<file path="config.mk">
export PLATFORM = sky130hd
export DESIGN_NAME = irq_reg_bank
export DESIGN_NICKNAME = d
export VERILOG_FILES = /design/src/rtl/irq_reg_bank.sv
export SDC_FILE = /design/constraint.sdc
export NUM_CORES = 1
export LEC_CHECK = 0
export ABC_AREA = 1
export BUFFER_PORTS_ARGS = -buffer_cell sky130_fd_sc_hd__buf_2
export CAP_MARGIN = 20
export CELL_PAD_IN_SITES_DETAIL_PLACEMENT = 0
export CELL_PAD_IN_SITES_GLOBAL_PLACEMENT = 2
export CORE_MARGIN = 2
export CORE_UTILIZATION = 34
export CTS_CLUSTER_DIAMETER = 40
export DETAILED_ROUTE_END_ITERATION = 10
export GPL_ROUTABILITY_DRIVEN = 0
export HOLD_SLACK_MARGIN = 0.15
export PLACE_DENSITY_LB_ADDON = 0.1
export REMOVE_ABC_BUFFERS = 1
export SYNTH_ARGS = -nofsm -noshare
export SYNTH_HDL_FRONTEND = slang
export SYNTH_SLANG_ARGS = --single-unit
</file>
<file path="constraint.sdc">
create_clock -name clk -period 2.3 [get_ports clk]
set_input_delay 0.46 -clock clk [delete_from_list [all_inputs] [get_ports clk]]
set_output_delay 0.46 -clock clk [all_outputs]
set_load 0.02 [all_outputs]
</file>
<file path="src/rtl/irq_reg_bank.sv">
module irq_reg_bank #(
  parameter int AW = 12,
  parameter logic [AW-1:0] OFF_IEN  = 12'h0C0,
  parameter logic [AW-1:0] OFF_TX   = 12'h0C2,
  parameter logic [AW-1:0] OFF_RX   = 12'h0C4,
  parameter logic [AW-1:0] OFF_UTL  = 12'h0C6,
  parameter logic [AW-1:0] OFF_EXC  = 12'h0E0,
  parameter logic [AW-1:0] OFF_CTL  = 12'h0A0,
  parameter logic [AW-1:0] OFF_MAP  = 12'h0CE,
  parameter logic [AW-1:0] OFF_HOST = 12'hE00,
  parameter logic [AW-1:0] OFF_SRST = 12'hF00
) (
  input  logic          clk,
  input  logic          rst_n,
  input  logic          bus_sel,
  input  logic          bus_we,
  input  logic [AW-1:0] bus_addr,
  input  logic [15:0]   bus_wdata,
  output logic [15:0]   bus_rdata,
  output logic [3:0]    irq_lvl,
  output logic          fail_led,
  output logic          run_led,
  output logic          boot_map_sel,
  output logic          soft_rst
);
  localparam int NREG = 8;
  localparam int I_IEN = 0, I_TX = 1, I_RX = 2, I_UTL = 3,
                 I_EXC = 4, I_CTL = 5, I_MAP = 6, I_HOST = 7;
  localparam logic [AW-1:0] OFFS [NREG] =
    '{OFF_IEN, OFF_TX, OFF_RX, OFF_UTL, OFF_EXC, OFF_CTL, OFF_MAP, OFF_HOST};

  logic [7:0]      regs_q [NREG];
  logic [7:0]      regs_d [NREG];
  logic [NREG-1:0] hit;
  logic [3:0]      irq_q;
  logic            srst_q;
  logic            srst_hit;

  assign srst_hit = bus_sel && (bus_addr[AW-1:1] == OFF_SRST[AW-1:1]);

  always_comb begin
    for (int i = 0; i < NREG; i++) begin
      hit[i] = bus_sel && (bus_addr[AW-1:1] == OFFS[i][AW-1:1]);
      if (srst_hit)             regs_d[i] = 8'h00;
      else if (hit[i] && bus_we) regs_d[i] = bus_wdata[7:0];
      else                      regs_d[i] = regs_q[i];
    end
  end

  always_comb begin
    bus_rdata = 16'h0000;
    for (int i = 0; i < NREG; i++)
      if (hit[i]) bus_rdata[7:0] = regs_q[i];
  end

  always_ff @(posedge clk or negedge rst_n) begin
    if (!rst_n) begin
      for (int i = 0; i < NREG; i++) regs_q[i] <= 8'h00;
      irq_q  <= 4'b0000;
      srst_q <= 1'b0;
    end else begin
      for (int i = 0; i < NREG; i++) regs_q[i] <= regs_d[i];
      irq_q  <= {4{regs_d[I_IEN][7]}} &
                {regs_d[I_RX][7], regs_d[I_TX][7], regs_d[I_HOST][7], regs_d[I_UTL][7]};
      srst_q <= srst_hit;
    end
  end

  assign irq_lvl      = irq_q;
  assign soft_rst     = srst_q;
  assign fail_led     = regs_q[I_CTL][6];
  assign run_led      = regs_q[I_CTL][5];
  assign boot_map_sel = regs_q[I_MAP][7];

  assert_gate_closed_R2: assert property (@(posedge clk) disable iff (!rst_n)
    !regs_q[I_IEN][7] |-> irq_lvl == 4'b0000);

  assert_low_levels_R3: assert property (@(posedge clk) disable iff (!rst_n)
    regs_q[I_IEN][7] |-> (irq_lvl[0] == regs_q[I_UTL][7] && irq_lvl[1] == regs_q[I_HOST][7]));

  assert_high_levels_R4: assert property (@(posedge clk) disable iff (!rst_n)
    regs_q[I_IEN][7] |-> (irq_lvl[2] == regs_q[I_TX][7] && irq_lvl[3] == regs_q[I_RX][7]));

  assert_idle_stable_R6: assert property (@(posedge clk) disable iff (!rst_n)
    !bus_sel |=> $stable(irq_lvl));

  assert_srst_pulse_R8: assert property (@(posedge clk) disable iff (!rst_n)
    srst_hit |=> (soft_rst && irq_lvl == 4'b0000 && regs_q[I_IEN] == 8'h00));

  assert_srst_single_R8: assert property (@(posedge clk) disable iff (!rst_n)
    soft_rst && !srst_hit |=> !soft_rst);

  assert_srst_read_zero_R8: assert property (@(posedge clk) disable iff (!rst_n)
    srst_hit |-> bus_rdata == 16'h0000);

  assert_one_hit_R5: assert property (@(posedge clk) disable iff (!rst_n)
    $onehot0(hit));
endmodule

</file>
# Word level (Yosys, flattened, before mapping)
# Cells that the tools add are included.
[word_totals]
regBits = 69
inputBits = 32
wordCells = 74
[op_classes]
n_eq_ne = 9
muxes = 24
bitwise_logic = 1
n_reduce_logical = 25
[ops]
columns = ["cell", "n"]
rows = [
  ["8-bit 2-to-1 mux", 24],
  ["11-bit by 7-bit == test with 1-bit output, second input constant", 7],
  ["11-bit == test, second input constant", 2],
  ["1-bit logical AND", 17],
  ["2-bit nonzero test", 8],
  ["4-bit AND", 1],
]

# Logic depth before layout (Yosys ltp)
[logic_depth]
depth_word = 10
ltp_mapped = 13
mapped_depth_nobuf = 12

# Worst setup path after synthesis
# OpenSTA, ideal clock, no wires.
[synth_path]
kind = "input -> output"
start = "in bus_sel"
end = "out bus_rdata[7]"
arrival_time_ns = 1.609
slack_ns = 0.231
cell_stages = 10
cell_sequence = "buf_4 > inv_2 > buf_6 > nor4_4 > nand2_1 > o21ai_0 > inv_1 > nand3_1 > nand2_1 > nand2_1"
[synth_between]
elab_chain_len = 9
word_cells_on_any_way = 16
classes_between = "8 x mux; 8 x reduce/logical"
[synth_lines]
columns = ["item", "line", "rtl"]
rows = [
  ["start: declaration", "15", "input logic bus_sel,"],
  ["1-bit logical AND", "43", "hit[i] = bus_sel && (bus_addr[AW-1:1] == OFFS[i][AW-1:1]);"],
  ["8-bit 2-to-1 mux (7 in a row)", "53", "if (hit[i]) bus_rdata[7:0] = regs_q[i];"],
  ["8-bit 2-to-1 mux (*)", "53", ""],
  ["end: declaration", "19", "output logic [15:0] bus_rdata,"],
]
# Every way passes the cells marked *; elsewhere a longest branch is shown, timed or not.

# Final worst setup path
[layout_path]
start = "in bus_addr[1]"
end = "out bus_rdata[0]"
[layout_between]
elab_chain_len = 10
word_cells_on_any_way = 24
classes_between = "8 x eq/ne; 8 x mux; 8 x reduce/logical"
[layout_lines]
columns = ["item", "line", "rtl"]
rows = [
  ["start: declaration", "17", "input logic [AW-1:0] bus_addr,"],
  ["11-bit by 7-bit == test with 1-bit output", "43", ""],
  ["1-bit logical AND", "43", ""],
  ["8-bit 2-to-1 mux (7 in a row)", "53", ""],
  ["8-bit 2-to-1 mux (*)", "53", ""],
]
# Marks and branches as above.

==> flow_metrics.env <==
export IMPL_grt_setup_unrepaired="true"
export IMPL_clockRootBuffer="clkbuf_8"
export IMPL_crit_path_end_kind="primary output"
export IMPL_die_width_um=109.4
export IMPL_power_switching_uw=667.8
export IMPL_number_of_global_route_vias_before_repair=3423
export IMPL_count_of_cells_along_the_worst_hold_path=3
export IMPL_worst_hold_path_type="primary input to flip-flop"
export IMPL_critical_path_slowest_cell="nor2_4"
export IMPL_regToRegStartpoint="regs_q[7]"
export IMPL_worst_case_register_to_register_setup_slack_ns=1.42
export IMPL_tritoncts="built"
export IMPL_pwr_share_comb=0.095
export IMPL_clock_tree_buffer_depth=2
export IMPL_cap_violations=0
export IMPL_number_of_buffers_created_by_cts=9
export IMPL_min_to="regs_q[54]"
export IMPL_cellPowerDensity_nw_per_um2=529.1
export IMPL_report_final_setup_viol=0
export IMPL_finish_net_count=588
export IMPL_numPortBuffers=38
export IMPL_number_of_hold_slack_violations_in_the_final_timing_report=0
export IMPL_power_static_leakage_uw=0.002417
export IMPL_design_die_area_um2=11970
export IMPL_wp_data_required_ns=1.84
export IMPL_post_layout_total_power_uw=2616
export IMPL_clock_power_share=0.435
export IMPL_globalRouteOverflowTotal=0
export IMPL_post_route_drc_count=0
export IMPL_share_seq_of_total_power=0.469
export IMPL_post_drt_wl_per_cell_um=16.39
export IMPL_postRouteWirelength_um=11490
export IMPL_via_count=3409
export IMPL_drtIter0Drc=216
export IMPL_critical_path_peak_fanout=7
export IMPL_clock_sinks=69
export IMPL_maxClockFrequency_mhz=441.8
export IMPL_drt_first_pass_iters=4
export IMPL_worst_path_largest_cell_delay_ns=0.21
export IMPL_post_synth_instance_area_um2=3777
export IMPL_intPower_uw=1948
export IMPL_number_of_top_level_pins=56
export IMPL_postRouteAntennaNets=0
export IMPL_worst_setup_hold_path_clk_slew_ns=0.08
export IMPL_initial_core_util=0.3485
export IMPL_grt_first_pass_wirelength_um=18360
export IMPL_syn2layout_area_growth_pct=30.90
export IMPL_worst_hold_slack_ns=0.4271
export IMPL_synth_seq_cells=69
export IMPL_finalCritPeriodShare=0.9841
export IMPL_drive_gt1_frac=0.3316
export IMPL_run_status="finished, final reports clean"
export IMPL_crit_reg2reg_capture="irq_lvl[1]"
export IMPL_grt_total_usage=0.2068
export IMPL_vdd_ir_drop_max_uv=257.6
export IMPL_worst_r2r_cell_count=4
export IMPL_later_pin_clock_latency_in_the_skew_report_ns=0.34
export IMPL_critPathLaunchType="primary input"
export IMPL_critical_path_cell_chain="buf_4 -> inv_2 -> nor2_2 -> nand2_2 -> nor2_4 -> nand2_2 -> nor2_4 -> buf_6 -> nand2_2 -> nand4_1 -> nor2_1 -> nand4_1 -> buf_6"
export IMPL_seq_area_frac_synth=0.4571
export IMPL_insertedDiodeCount=0
export IMPL_max_slew_violations=0
export IMPL_worstSetupPathType="primary input to primary output"
export IMPL_rows=38
export IMPL_h_tree_depth=3
export IMPL_cp_data_arrival_time_ns=1.80
export IMPL_critical_path_most_common_cell="nand2_2"
export IMPL_switching_fraction_of_total_power=0.2553
export IMPL_floorplan_core_area_um2=10840
export IMPL_clock_skew_final_ns=0.002530
export IMPL_synth_distinct_cells=31
export IMPL_route_detailed_vias_per_inst=4.863
export IMPL_dieHeight_um=109.4
export IMPL_antenna_found_initial=0
export IMPL_timing_hold_worst_start="bus_wdata[6]"
export IMPL_largest_net_degree_at_the_start_of_global_routing=70
export IMPL_yosysWarningCount=0
export IMPL_layout_min_cycle_time_ns=2.263
export IMPL_final_core_util=0.4561
export IMPL_post_synthesis_cell_count=467
export IMPL_synth_area_per_cell_um2=8.089
export IMPL_hpwlAfterDp_um=8386
final cells by class:
type	count	area, µm²
repair buffers	90	744.5
clock inverters	6	86.33
flip-flops and latches	69	1727
inverters	65	252.7
multi-input cells	321	1822
clock buffers	10	137.6
well taps	140	175.2
fillers	1124	5896
power groups by stage:
stage                     registers, µW  logic (µW)  clock network (µW)
after CTS                          1230         233                1170
after floorplan                    1250        84.5                   0
final                              1230         249                1140
after detailed placement           1250         218                   0
after global routing               1230         274                1220
after global placement             1250         216                   0
layout by cell type, fill, tap and decap left out, types with 2 or more instances in the layout:
cell type	synthesis	routed
clkinv_2	1	3
nand2_2	6	13
clkbuf_8	0	10
buf_6	4	15
o21ai_0	40	37
nand2_1	111	104
o22ai_2	2	2
nor3_1	2	2
conb_1	1	8
bufinv_16	0	2
nand3_1	30	26
dfrtp_1	69	69
inv_2	13	11
inv_4	0	3
nand4_1	33	33
buf_4	10	45
nor2_1	30	24
buf_12	0	4
buf_8	0	2
nor2_4	4	10
nor2_2	8	8
nor4_4	2	5
inv_1	51	50
nand2_4	5	5
nand3_2	4	8
o22ai_1	7	7
o21ai_2	9	10
o21ai_1	11	13
nor3_2	2	2
buf_2	2	22
per-layer routing:
layer	vias up	part of all wire	global-route usage
li1	1711	-	-
met1	1618	0.47	0.2854
met2	69	0.47	0.3320
met3	11	0.037	0.03438
met4	0	0.016	0.06510
met5	-	0	0
timing repair:
action                                  4_1_cts  5_1_grt
endpoints found under the setup margin        8        8
pin swaps                                    12       26
gates resized for setup                      19       52
hold buffers                                  1        0
setup buffers                                 4        6
endpoints found under the hold margin         5        0
state kept, by name, summed over array words and instances (netlist names):
| signal | flops |
|---|---|
| boot_map_sel | 1 |
| irq_lvl | 4 |
| soft_rst | 1 |
| run_led | 1 |
| regs_q | 61 |
| fail_led | 1 |
worst max-delay path: cells and delay by family:
| kind | cells | cell delay, ns |
|---|---|---|
| and+or+nand+nor | 9 | 0.90 |
| buffers and inverters | 4 | 0.43 |
logic make-up after synthesis:
family,Yosys count,share of synthesized area
DFF,69,0.4571
and+or+nand+nor,244,0.3329
buffers and inverters,84,0.1023
other,1,0.0009928
AOI/OAI and AO/OA,69,0.1067
how the worst max path moves through the flow:
stage / from / to / slack (ns)
after CTS: bus_addr[6] / bus_rdata[4] / 0.0004
after floorplan: bus_addr[10] / bus_rdata[4] / 0.22
final: bus_addr[1] / bus_rdata[0] / 0.04
after detailed placement: bus_addr[4] / bus_rdata[1] / -0.23
after global routing: bus_addr[1] / bus_rdata[2] / -0.06
after global placement: bus_addr[4] / bus_rdata[0] / -0.26
metrics by stage:
stage | std cells | setup WS [ns] | instance area (µm²) | TNS (ns)
global placement | 674 | -0.2553 | 4360 | -0.9261
floorplan | 455 | 0.2200 | 3662 | 0
detailed placement | 674 | -0.2304 | 4360 | -0.8436
finish | 701 | 0.03656 | 4945 | 0
CTS | 695 | 0.0004310 | 4725 | 0
global route | 701 | -0.05931 | 4945 | -0.3244
cells in the mapped netlist, drive strengths merged:
library cell	number	share of area
nand2	122	0.14
dfrtp	69	0.46
inv	64	0.064
o21ai	60	0.088
nor2	43	0.060
nand3	34	0.050
nand4	34	0.058
buf	16	0.034
o22ai	9	0.018
nor4	6	0.020
nor3	4	0.0079
clkbuf	3	0.0030
and3	1	0.0017
clkinv	1	0.0013
conb	1	0.00099
Note: power is estimated with default switching activity, not from simulation.
